### config.mk
export PLATFORM = sky130hd
export DESIGN_NAME = eeprom_cmd_seq
export DESIGN_NICKNAME = d
export VERILOG_FILES = /design/src/rtl/eeprom_seq_pkg.sv /design/src/rtl/spi_byte_shifter.sv /design/src/rtl/poll_interval_timer.sv /design/src/rtl/eeprom_cmd_seq.sv
export SDC_FILE = /design/constraint.sdc
export NUM_CORES = 1
export LEC_CHECK = 0
export BUFFER_PORTS_ARGS = -buffer_cell sky130_fd_sc_hd__buf_2
export CORE_MARGIN = 3
export CORE_UTILIZATION = 54
export DETAILED_ROUTE_END_ITERATION = 8
export HOLD_SLACK_MARGIN = 0.15
export PLACE_DENSITY = 0.77
export SYNTH_ARGS = -nofsm -noshare
export SYNTH_HDL_FRONTEND = slang
export SYNTH_SLANG_ARGS = --single-unit
### constraint.sdc
create_clock -name clk -period 3.21 [get_ports clk]
set_input_delay 0.1605 -clock clk [delete_from_list [all_inputs] [get_ports clk]]
set_output_delay 0.1605 -clock clk [all_outputs]
set_load 0.05 [all_outputs]
### src/rtl/eeprom_seq_pkg.sv
package eeprom_seq_pkg;

    localparam logic [7:0] OPC_ENABLE  = 8'h06;
    localparam logic [7:0] OPC_PROGRAM = 8'h02;
    localparam logic [7:0] OPC_STATUS  = 8'h05;
    localparam logic [7:0] OPC_FETCH   = 8'h03;

    typedef enum logic [2:0] {
        ST_IDLE,
        ST_SELECT,
        ST_LAUNCH,
        ST_SHIFT,
        ST_GAP,
        ST_WAIT,
        ST_DONE
    } seq_state_t;

    typedef enum logic [1:0] {
        PH_ENABLE,
        PH_PROGRAM,
        PH_STATUS,
        PH_FETCH
    } phase_t;

endpackage

### src/rtl/spi_byte_shifter.sv
module spi_byte_shifter #(
    parameter int SCK_HALF = 4
) (
    input  logic       clk,
    input  logic       rst_n,
    input  logic       start,
    input  logic [7:0] tx_byte,
    input  logic       miso,
    output logic       busy,
    output logic       done,
    output logic [7:0] rx_byte,
    output logic       sclk,
    output logic       mosi
);
    localparam int DIV_W = (SCK_HALF > 1) ? $clog2(SCK_HALF) : 1;

    logic [DIV_W-1:0] div_cnt;
    logic [3:0]       edge_cnt;
    logic [7:0]       tx_sr;
    logic [7:0]       rx_sr;

    always_ff @(posedge clk or negedge rst_n) begin
        if (!rst_n) begin
            busy     <= 1'b0;
            done     <= 1'b0;
            div_cnt  <= '0;
            edge_cnt <= '0;
            sclk     <= 1'b0;
            tx_sr    <= '0;
            rx_sr    <= '0;
        end else begin
            done <= 1'b0;
            if (start && !busy) begin
                busy     <= 1'b1;
                tx_sr    <= tx_byte;
                div_cnt  <= '0;
                edge_cnt <= '0;
                sclk     <= 1'b0;
            end else if (busy) begin
                if (div_cnt == DIV_W'(SCK_HALF - 1)) begin
                    div_cnt <= '0;
                    sclk    <= ~sclk;
                    if (!sclk) begin
                        rx_sr <= {rx_sr[6:0], miso};
                    end else begin
                        tx_sr <= {tx_sr[6:0], 1'b0};
                    end
                    if (edge_cnt == 4'd15) begin
                        busy <= 1'b0;
                        done <= 1'b1;
                    end
                    edge_cnt <= edge_cnt + 4'd1;
                end else begin
                    div_cnt <= div_cnt + DIV_W'(1);
                end
            end
        end
    end

    assign mosi    = tx_sr[7];
    assign rx_byte = rx_sr;


    shifter_idle_low_chk: assert property (@(posedge clk) disable iff (!rst_n)
        !busy |-> !sclk);


    shifter_no_restart_chk: assert property (@(posedge clk) disable iff (!rst_n)
        start |-> !busy);

endmodule

### src/rtl/poll_interval_timer.sv
module poll_interval_timer #(
    parameter int CYCLES = 1000
) (
    input  logic clk,
    input  logic rst_n,
    input  logic arm,
    output logic expired
);
    localparam int CW = (CYCLES > 1) ? $clog2(CYCLES + 1) : 1;

    logic [CW-1:0] cnt;
    logic          running;

    always_ff @(posedge clk or negedge rst_n) begin
        if (!rst_n) begin
            cnt     <= '0;
            running <= 1'b0;
            expired <= 1'b0;
        end else begin
            expired <= 1'b0;
            if (arm) begin
                cnt     <= CW'(CYCLES - 1);
                running <= 1'b1;
            end else if (running) begin
                if (cnt == '0) begin
                    running <= 1'b0;
                    expired <= 1'b1;
                end else begin
                    cnt <= cnt - CW'(1);
                end
            end
        end
    end


    no_early_expiry_chk: assert property (@(posedge clk) disable iff (!rst_n)
        arm |=> !expired);

endmodule

### src/rtl/eeprom_cmd_seq.sv
module eeprom_cmd_seq
    import eeprom_seq_pkg::*;
#(
    parameter int ADDR_BYTES   = 2,
    parameter int LEN_W        = 9,
    parameter int SCK_HALF     = 4,
    parameter int CLK_FREQ_HZ  = 100_000_000,
    parameter int POLL_RATE_HZ = 1000,
    parameter int MAX_POLLS    = 1000
) (
    input  logic                    clk,
    input  logic                    rst_n,
    input  logic                    op_start,
    input  logic                    op_write,
    input  logic [ADDR_BYTES*8-1:0] op_addr,
    input  logic [LEN_W-1:0]        op_len,
    input  logic [7:0]              wr_data,
    output logic                    wr_take,
    output logic [7:0]              rd_data,
    output logic                    rd_valid,
    output logic                    busy,
    output logic                    op_done,
    output logic                    op_timeout,
    output logic                    spi_cs_n,
    output logic                    spi_sclk,
    output logic                    spi_mosi,
    input  logic                    spi_miso
);
    localparam int AW          = ADDR_BYTES * 8;
    localparam int POLL_CYCLES = CLK_FREQ_HZ / POLL_RATE_HZ;
    localparam int GAP_CYC     = 2 * SCK_HALF;
    localparam int IDX_W       = LEN_W + $clog2(ADDR_BYTES + 3);
    localparam int PW          = $clog2(MAX_POLLS + 1);
    localparam int GW          = $clog2(GAP_CYC + 1);

    seq_state_t       state, state_nx;
    phase_t           phase;
    logic [AW-1:0]    addr_q;
    logic [LEN_W-1:0] len_q;
    logic [IDX_W-1:0] idx, last_idx;
    logic [PW-1:0]    poll_cnt;
    logic [GW-1:0]    gap_cnt;
    logic             wip_q, timeout_q;

    logic             sh_start, sh_busy, sh_done;
    logic [7:0]       sh_rx, tx_byte, addr_byte, opcode;
    logic             tmr_arm, tmr_expired;
    logic             gap_end, poll_limit, in_addr, past_addr;

    spi_byte_shifter #(.SCK_HALF(SCK_HALF)) u_shifter (
        .clk     (clk),
        .rst_n   (rst_n),
        .start   (sh_start),
        .tx_byte (tx_byte),
        .miso    (spi_miso),
        .busy    (sh_busy),
        .done    (sh_done),
        .rx_byte (sh_rx),
        .sclk    (spi_sclk),
        .mosi    (spi_mosi)
    );

    poll_interval_timer #(.CYCLES(POLL_CYCLES)) u_poll_timer (
        .clk     (clk),
        .rst_n   (rst_n),
        .arm     (tmr_arm),
        .expired (tmr_expired)
    );

    // Index of the final byte of the current transaction.
    always_comb begin
        unique case (phase)
            PH_ENABLE:  last_idx = '0;
            PH_PROGRAM: last_idx = IDX_W'(ADDR_BYTES) + IDX_W'(len_q);
            PH_STATUS:  last_idx = IDX_W'(1);
            PH_FETCH:   last_idx = IDX_W'(ADDR_BYTES) + IDX_W'(len_q) + IDX_W'(1);
        endcase
    end

    always_comb begin
        unique case (phase)
            PH_ENABLE:  opcode = OPC_ENABLE;
            PH_PROGRAM: opcode = OPC_PROGRAM;
            PH_STATUS:  opcode = OPC_STATUS;
            PH_FETCH:   opcode = OPC_FETCH;
        endcase
    end

    // Address bytes go out most significant first: index 1 picks the top byte.
    always_comb begin
        addr_byte = '0;
        for (int b = 0; b < ADDR_BYTES; b++) begin
            if (idx == IDX_W'(ADDR_BYTES - b)) addr_byte = addr_q[b*8 +: 8];
        end
    end

    assign in_addr   = (idx != '0) && (idx <= IDX_W'(ADDR_BYTES));
    assign past_addr = idx > IDX_W'(ADDR_BYTES);

    always_comb begin
        if (idx == '0)                          tx_byte = opcode;
        else if (in_addr)                       tx_byte = addr_byte;
        else if (phase == PH_PROGRAM)           tx_byte = wr_data;
        else                                    tx_byte = 8'h00;
    end

    assign gap_end    = gap_cnt == GW'(GAP_CYC - 1);
    assign poll_limit = poll_cnt == PW'(MAX_POLLS);

    // State register
    always_ff @(posedge clk or negedge rst_n) begin
        if (!rst_n) state <= ST_IDLE;
        else        state <= state_nx;
    end

    // Next-state logic
    always_comb begin
        state_nx = state;
        unique case (state)
            ST_IDLE:   if (op_start) state_nx = ST_SELECT;
            ST_SELECT: state_nx = ST_LAUNCH;
            ST_LAUNCH: state_nx = ST_SHIFT;
            ST_SHIFT: begin
                if (sh_done) state_nx = (idx == last_idx) ? ST_GAP : ST_LAUNCH;
            end
            ST_GAP: begin
                if (gap_end) begin
                    unique case (phase)
                        PH_ENABLE, PH_PROGRAM: state_nx = ST_SELECT;
                        PH_STATUS: begin
                            if (!wip_q || poll_limit) state_nx = ST_DONE;
                            else                      state_nx = ST_WAIT;
                        end
                        PH_FETCH: state_nx = ST_DONE;
                    endcase
                end
            end
            ST_WAIT:   if (tmr_expired) state_nx = ST_SELECT;
            ST_DONE:   state_nx = ST_IDLE;
            default:   state_nx = ST_IDLE;
        endcase
    end

    // Operation context, byte index, poll and gap counters
    always_ff @(posedge clk or negedge rst_n) begin
        if (!rst_n) begin
            phase     <= PH_ENABLE;
            addr_q    <= '0;
            len_q     <= '0;
            idx       <= '0;
            poll_cnt  <= '0;
            gap_cnt   <= '0;
            wip_q     <= 1'b0;
            timeout_q <= 1'b0;
        end else begin
            unique case (state)
                ST_IDLE: begin
                    if (op_start) begin
                        addr_q    <= op_addr;
                        len_q     <= op_len;
                        phase     <= op_write ? PH_ENABLE : PH_FETCH;
                        poll_cnt  <= '0;
                        wip_q     <= 1'b0;
                        timeout_q <= 1'b0;
                        gap_cnt   <= '0;
                    end
                end
                ST_SELECT: idx <= '0;
                ST_SHIFT: begin
                    if (sh_done) begin
                        idx <= idx + IDX_W'(1);
                        if (phase == PH_STATUS && idx == IDX_W'(1)) begin
                            wip_q    <= sh_rx[0];
                            poll_cnt <= poll_cnt + PW'(1);
                        end
                    end
                end
                ST_GAP: begin
                    if (gap_end) begin
                        gap_cnt <= '0;
                        if (phase == PH_ENABLE)  phase <= PH_PROGRAM;
                        if (phase == PH_PROGRAM) phase <= PH_STATUS;
                        if (phase == PH_STATUS && wip_q && poll_limit) timeout_q <= 1'b1;
                    end else begin
                        gap_cnt <= gap_cnt + GW'(1);
                    end
                end
                default: ;
            endcase
        end
    end

    // Outputs
    always_comb begin
        spi_cs_n   = !(state == ST_SELECT || state == ST_LAUNCH || state == ST_SHIFT);
        busy       = state != ST_IDLE;
        op_done    = state == ST_DONE;
        op_timeout = (state == ST_DONE) && timeout_q;
        sh_start   = state == ST_LAUNCH;
        wr_take    = (state == ST_LAUNCH) && (phase == PH_PROGRAM) && past_addr;
        rd_valid   = (state == ST_SHIFT) && sh_done && (phase == PH_FETCH)
                     && past_addr && (idx < last_idx);
        tmr_arm    = (state == ST_GAP) && (state_nx == ST_WAIT);
    end

    assign rd_data = sh_rx;


    cs_idle_clock_chk: assert property (@(posedge clk) disable iff (!rst_n)
        spi_cs_n |-> !spi_sclk);


    cs_held_while_shifting_chk: assert property (@(posedge clk) disable iff (!rst_n)
        sh_busy |-> !spi_cs_n);


    done_single_pulse_chk: assert property (@(posedge clk) disable iff (!rst_n)
        op_done |=> !op_done);


    strobe_ignored_chk: assert property (@(posedge clk) disable iff (!rst_n)
        (busy && !op_done && op_start) |=> busy);


    timeout_with_done_chk: assert property (@(posedge clk) disable iff (!rst_n)
        op_timeout |-> op_done);


    poll_bound_chk: assert property (@(posedge clk) disable iff (!rst_n)
        poll_cnt <= PW'(MAX_POLLS));


    read_under_select_chk: assert property (@(posedge clk) disable iff (!rst_n)
        rd_valid |-> !spi_cs_n);

endmodule

==> flow_metrics.env <==
export IMPL_track_usage_pct=24.4
export IMPL_reg2reg_slack_ns=-0.01
export IMPL_status="finished with violations"
export IMPL_worstPathCellList="buf_6 > buf_4 > nand3_2 > nor4_4 > a21oi_2 > xnor2_1 > nand2_1 > ha_4 > a21o_1 > a21o_1 > a21oi_2 > nor2_1 > nor3_2 > buf_6"
export IMPL_worst_slew_pin_slew_ns=0.865
export IMPL_die_x_um=109
export IMPL_mostFrequentLayoutCells="117 x nand2_1, 102 x dfrtp_1, 52 x buf_2"
export IMPL_ys_warn_count=0
export IMPL_yosysUniqueCellTypes=61
export IMPL_cp_slowest_cell="dfrtp_1"
export IMPL_post_dp_cell_area_um2=6250
export IMPL_critical_path_buf_inv_count=3
export IMPL_num_antenna_cells=0
export IMPL_route_detailed_drc=0
export IMPL_dpl_worst_slack_ns=-0.168
export IMPL_synth_edf_count=0
export IMPL_start_kind="flip-flop"
export IMPL_nFillCells=806
export IMPL_cp_end_kind="primary output"
export IMPL_maxSlewViolCount=0
export IMPL_start_util_pct=55.7
export IMPL_cts_clk_slew_worst_paths_ns=0.11
export IMPL_m1WireLength_um=6390
export IMPL_async_flop_share_pct=100
export IMPL_p_per_area_nw_per_um2=463
export IMPL_critical_path_top_delay_family="simple AND/OR/NAND/NOR gates"
export IMPL_wl_met2_um=7600
export IMPL_synth_net_count=697
export IMPL_reg2reg_from="len_q[2]$_DFFE_PN0P_"
export IMPL_port_buffers=53
export IMPL_relSlewSlack_pct=42.3
export IMPL_finalCoreUtilization_pct=67.4
export IMPL_ir_worst_vdd_mv=0.632
export IMPL_synth_seq_cells=102
export IMPL_fmax_ghz=0.300
export IMPL_crit_path_start="len_q[2]$_DFFE_PN0P_"
export IMPL_core_area_um2=10400
export IMPL_fp_dieH_um=109
export IMPL_min_delay_start="wr_data[1]"
export IMPL_crit_arrival_ns=3.18
export IMPL_wl_met3_um=633
export IMPL_final_area_um2=6990
export IMPL_rsz0062_at_grt="true"
export IMPL_viasPerCell=6.01
export IMPL_wl_per_cell_um=17.3
export IMPL_p_leak_nw=3.13
export IMPL_violations="negative setup slack"
export IMPL_period_share_pct=104
export IMPL_h_tree_depth=3
export IMPL_finalWirelength_um=15100
export IMPL_grt_pass1_wl_um=23100
export IMPL_clock_sinks=102
export IMPL_yosysSeqAreaShare_pct=44.2
export IMPL_syn_to_final_growth_pct=21.0
export IMPL_hold_path_class="primary input to flip-flop"
export IMPL_highest_layer="met4"
export IMPL_synth_cells=635
export IMPL_std_cell_rows=37
export IMPL_drive_gt1_share_pct=18.5
export IMPL_cpPeakStageDelay_ns=0.43
export IMPL_period_needed_ns=3.34
export IMPL_final_nets=791
export IMPL_grt_pass1_vias=5022
export IMPL_hold_viol_final=0
export IMPL_tritoncts_num_buffers=9
export IMPL_layout_setup_ws_ns=-0.129
export IMPL_final_common_cell="nand2_1"
export IMPL_syn_area_per_cell_um2=9.09
export IMPL_dr_pass1_iters=6
export IMPL_antenna_found_initial=0
export IMPL_via_count=5225
export IMPL_gp_congestion=0.833
export IMPL_grt_max_degree=68
export IMPL_stdcell_count=870
export IMPL_criticalPathCategory="flip-flop to primary output"
export IMPL_antenna_left=0
export IMPL_cts_root_buf="clkbuf_8"
export IMPL_cts_tree="done"
export IMPL_required_ns=3.05
export IMPL_drv_cap=0
export IMPL_dieArea_um2=12000
export IMPL_fin_skew_ns=0.0106
export IMPL_synthesis_area_um2=5770
export IMPL_drt_initial_drc_count=466
export IMPL_clk_latency_ns=0.39
export IMPL_pin_count=54
export IMPL_setup_viol=2
export IMPL_setup_tns_final_ns=-0.140
export IMPL_dp_cells=817
export IMPL_cts_path_max_buffers=2
export IMPL_place_detailed_hpwl_um=9470
export IMPL_grt_overflow_total=0
export IMPL_synthFlopType="dfrtp_1"
export IMPL_path_max_fanout=3
## per-stage QoR
stage | total power [mW] | hold WS, ns
floorplan | 2.13 | -0.135
global placement | 2.33 | 0.331
detailed placement | 2.37 | 0.326
CTS | 3.22 | 0.188
global route | 3.40 | 0.193
finish | 3.23 | 0.204
## power by group
part           internal (mW)  switching, mW
clock network          0.297          0.489
registers               1.47          0.156
logic                  0.337          0.487
## cells in the mapped netlist (all sizes together) (3+ instances only)
master	instances	area share, %
nor4	9	1.3
nand3b	4	0.52
or3	8	0.87
nand2	118	7.7
nor3	16	1.4
o211ai	5	0.65
clkbuf	21	1.4
o21a	5	0.65
o2111ai	3	0.46
o311ai	3	0.46
a31oi	3	0.33
o31ai	10	1.3
nor3b	5	0.65
ha	24	5.2
nand4b	3	0.46
xor2	13	2.0
o211a	5	0.87
or4	10	1.3
nand2b	6	0.65
buf	4	0.41
a21oi	31	2.8
mux2	9	1.8
nor2b	9	0.98
nand3	21	1.8
and3b	8	1.2
nor2	42	2.7
xnor2	14	2.1
dfrtp	102	44
o21ai	38	3.3
nand4	12	1.3
a22o	5	0.76
and2	9	0.98
a21o	6	0.78
inv	16	1.0
and3	12	1.3
## registers in the layout (all words and copies together), names as in the netlist, 2 cells and up
signal and count:
poll_cnt 10, idx 12, len_q 9, u_shifter.div_cnt 2
addr_q 16, state 3, u_shifter.edge_cnt 4, gap_cnt 4
u_poll_timer.cnt 17, u_shifter.rx_byte 8, phase 2, u_shifter.tx_sr 8
## cell type report
type | count | area, µm² | area share [%]
Sequential cell | 102 | 2550 | 36.5
Tap cell | 136 | 170 | 2.44
Inverter | 16 | 60.1 | 0.860
Clock buffer | 9 | 124 | 1.77
Timing Repair Buffer | 108 | 771 | 11.0
Clock inverter | 7 | 67.6 | 0.967
Multi-Input combinational cell | 492 | 3240 | 46.4
## worst min-delay path: cells and delay by family
kind / cells / cell delay, ns
AND/OR/NAND/NOR: 1 / 0.06
AO/OA/AOI/OAI: 2 / 0.25
buffers and inverters: 1 / 0.10
## cell families (layout without fill, tap and decap cells)
group / Yosys count / in the layout / synth area share (%)
AND/OR/NAND/NOR: 298 / 298 / 26.3
AO/OA/AOI/OAI: 130 / 130 / 15.0
flip-flops: 102 / 102 / 44.2
buffers and inverters: 41 / 140 / 2.82
XOR/XNOR: 27 / 27 / 4.10
adder cells (fa/ha/maj): 25 / 25 / 5.37
multiplexers: 11 / 11 / 2.10
other: 1 / 1 / 0.0649
## layer usage
metal	track usage, %	up-vias
met5	0	-
met4	9.35	0
met3	5.75	40
met2	41.2	176
met1	30.3	2551
li1	-	2458
## final timing paths
kind / to / cells past startpoint
worst max-delay path: rd_valid / 14
worst min-delay path: u_shifter.tx_sr[1]$_DFFE_PN0P_ / 4
worst max register to register: u_poll_timer.cnt[9]$_DFFE_PN0P_ / 15
worst min register to register: addr_q[7]$_DFFE_PN0P_ / 2
max in group asynchronous: poll_cnt[9]$_DFFE_PN0P_ / 3
min in group asynchronous: idx[8]$_DFFE_PN0P_ / 2
## repair_timing
action | CTS | global route
hold buffers | 30 | 0
pin swaps | 15 | 17
gates resized for setup | 24 | 17
hold endpoints to repair | 95 | 0
setup endpoints to repair | 18 | 20
setup buffers | 5 | 2
gates cloned | 0 | 1
No activity file was read; power rests on OpenSTA's default activity.
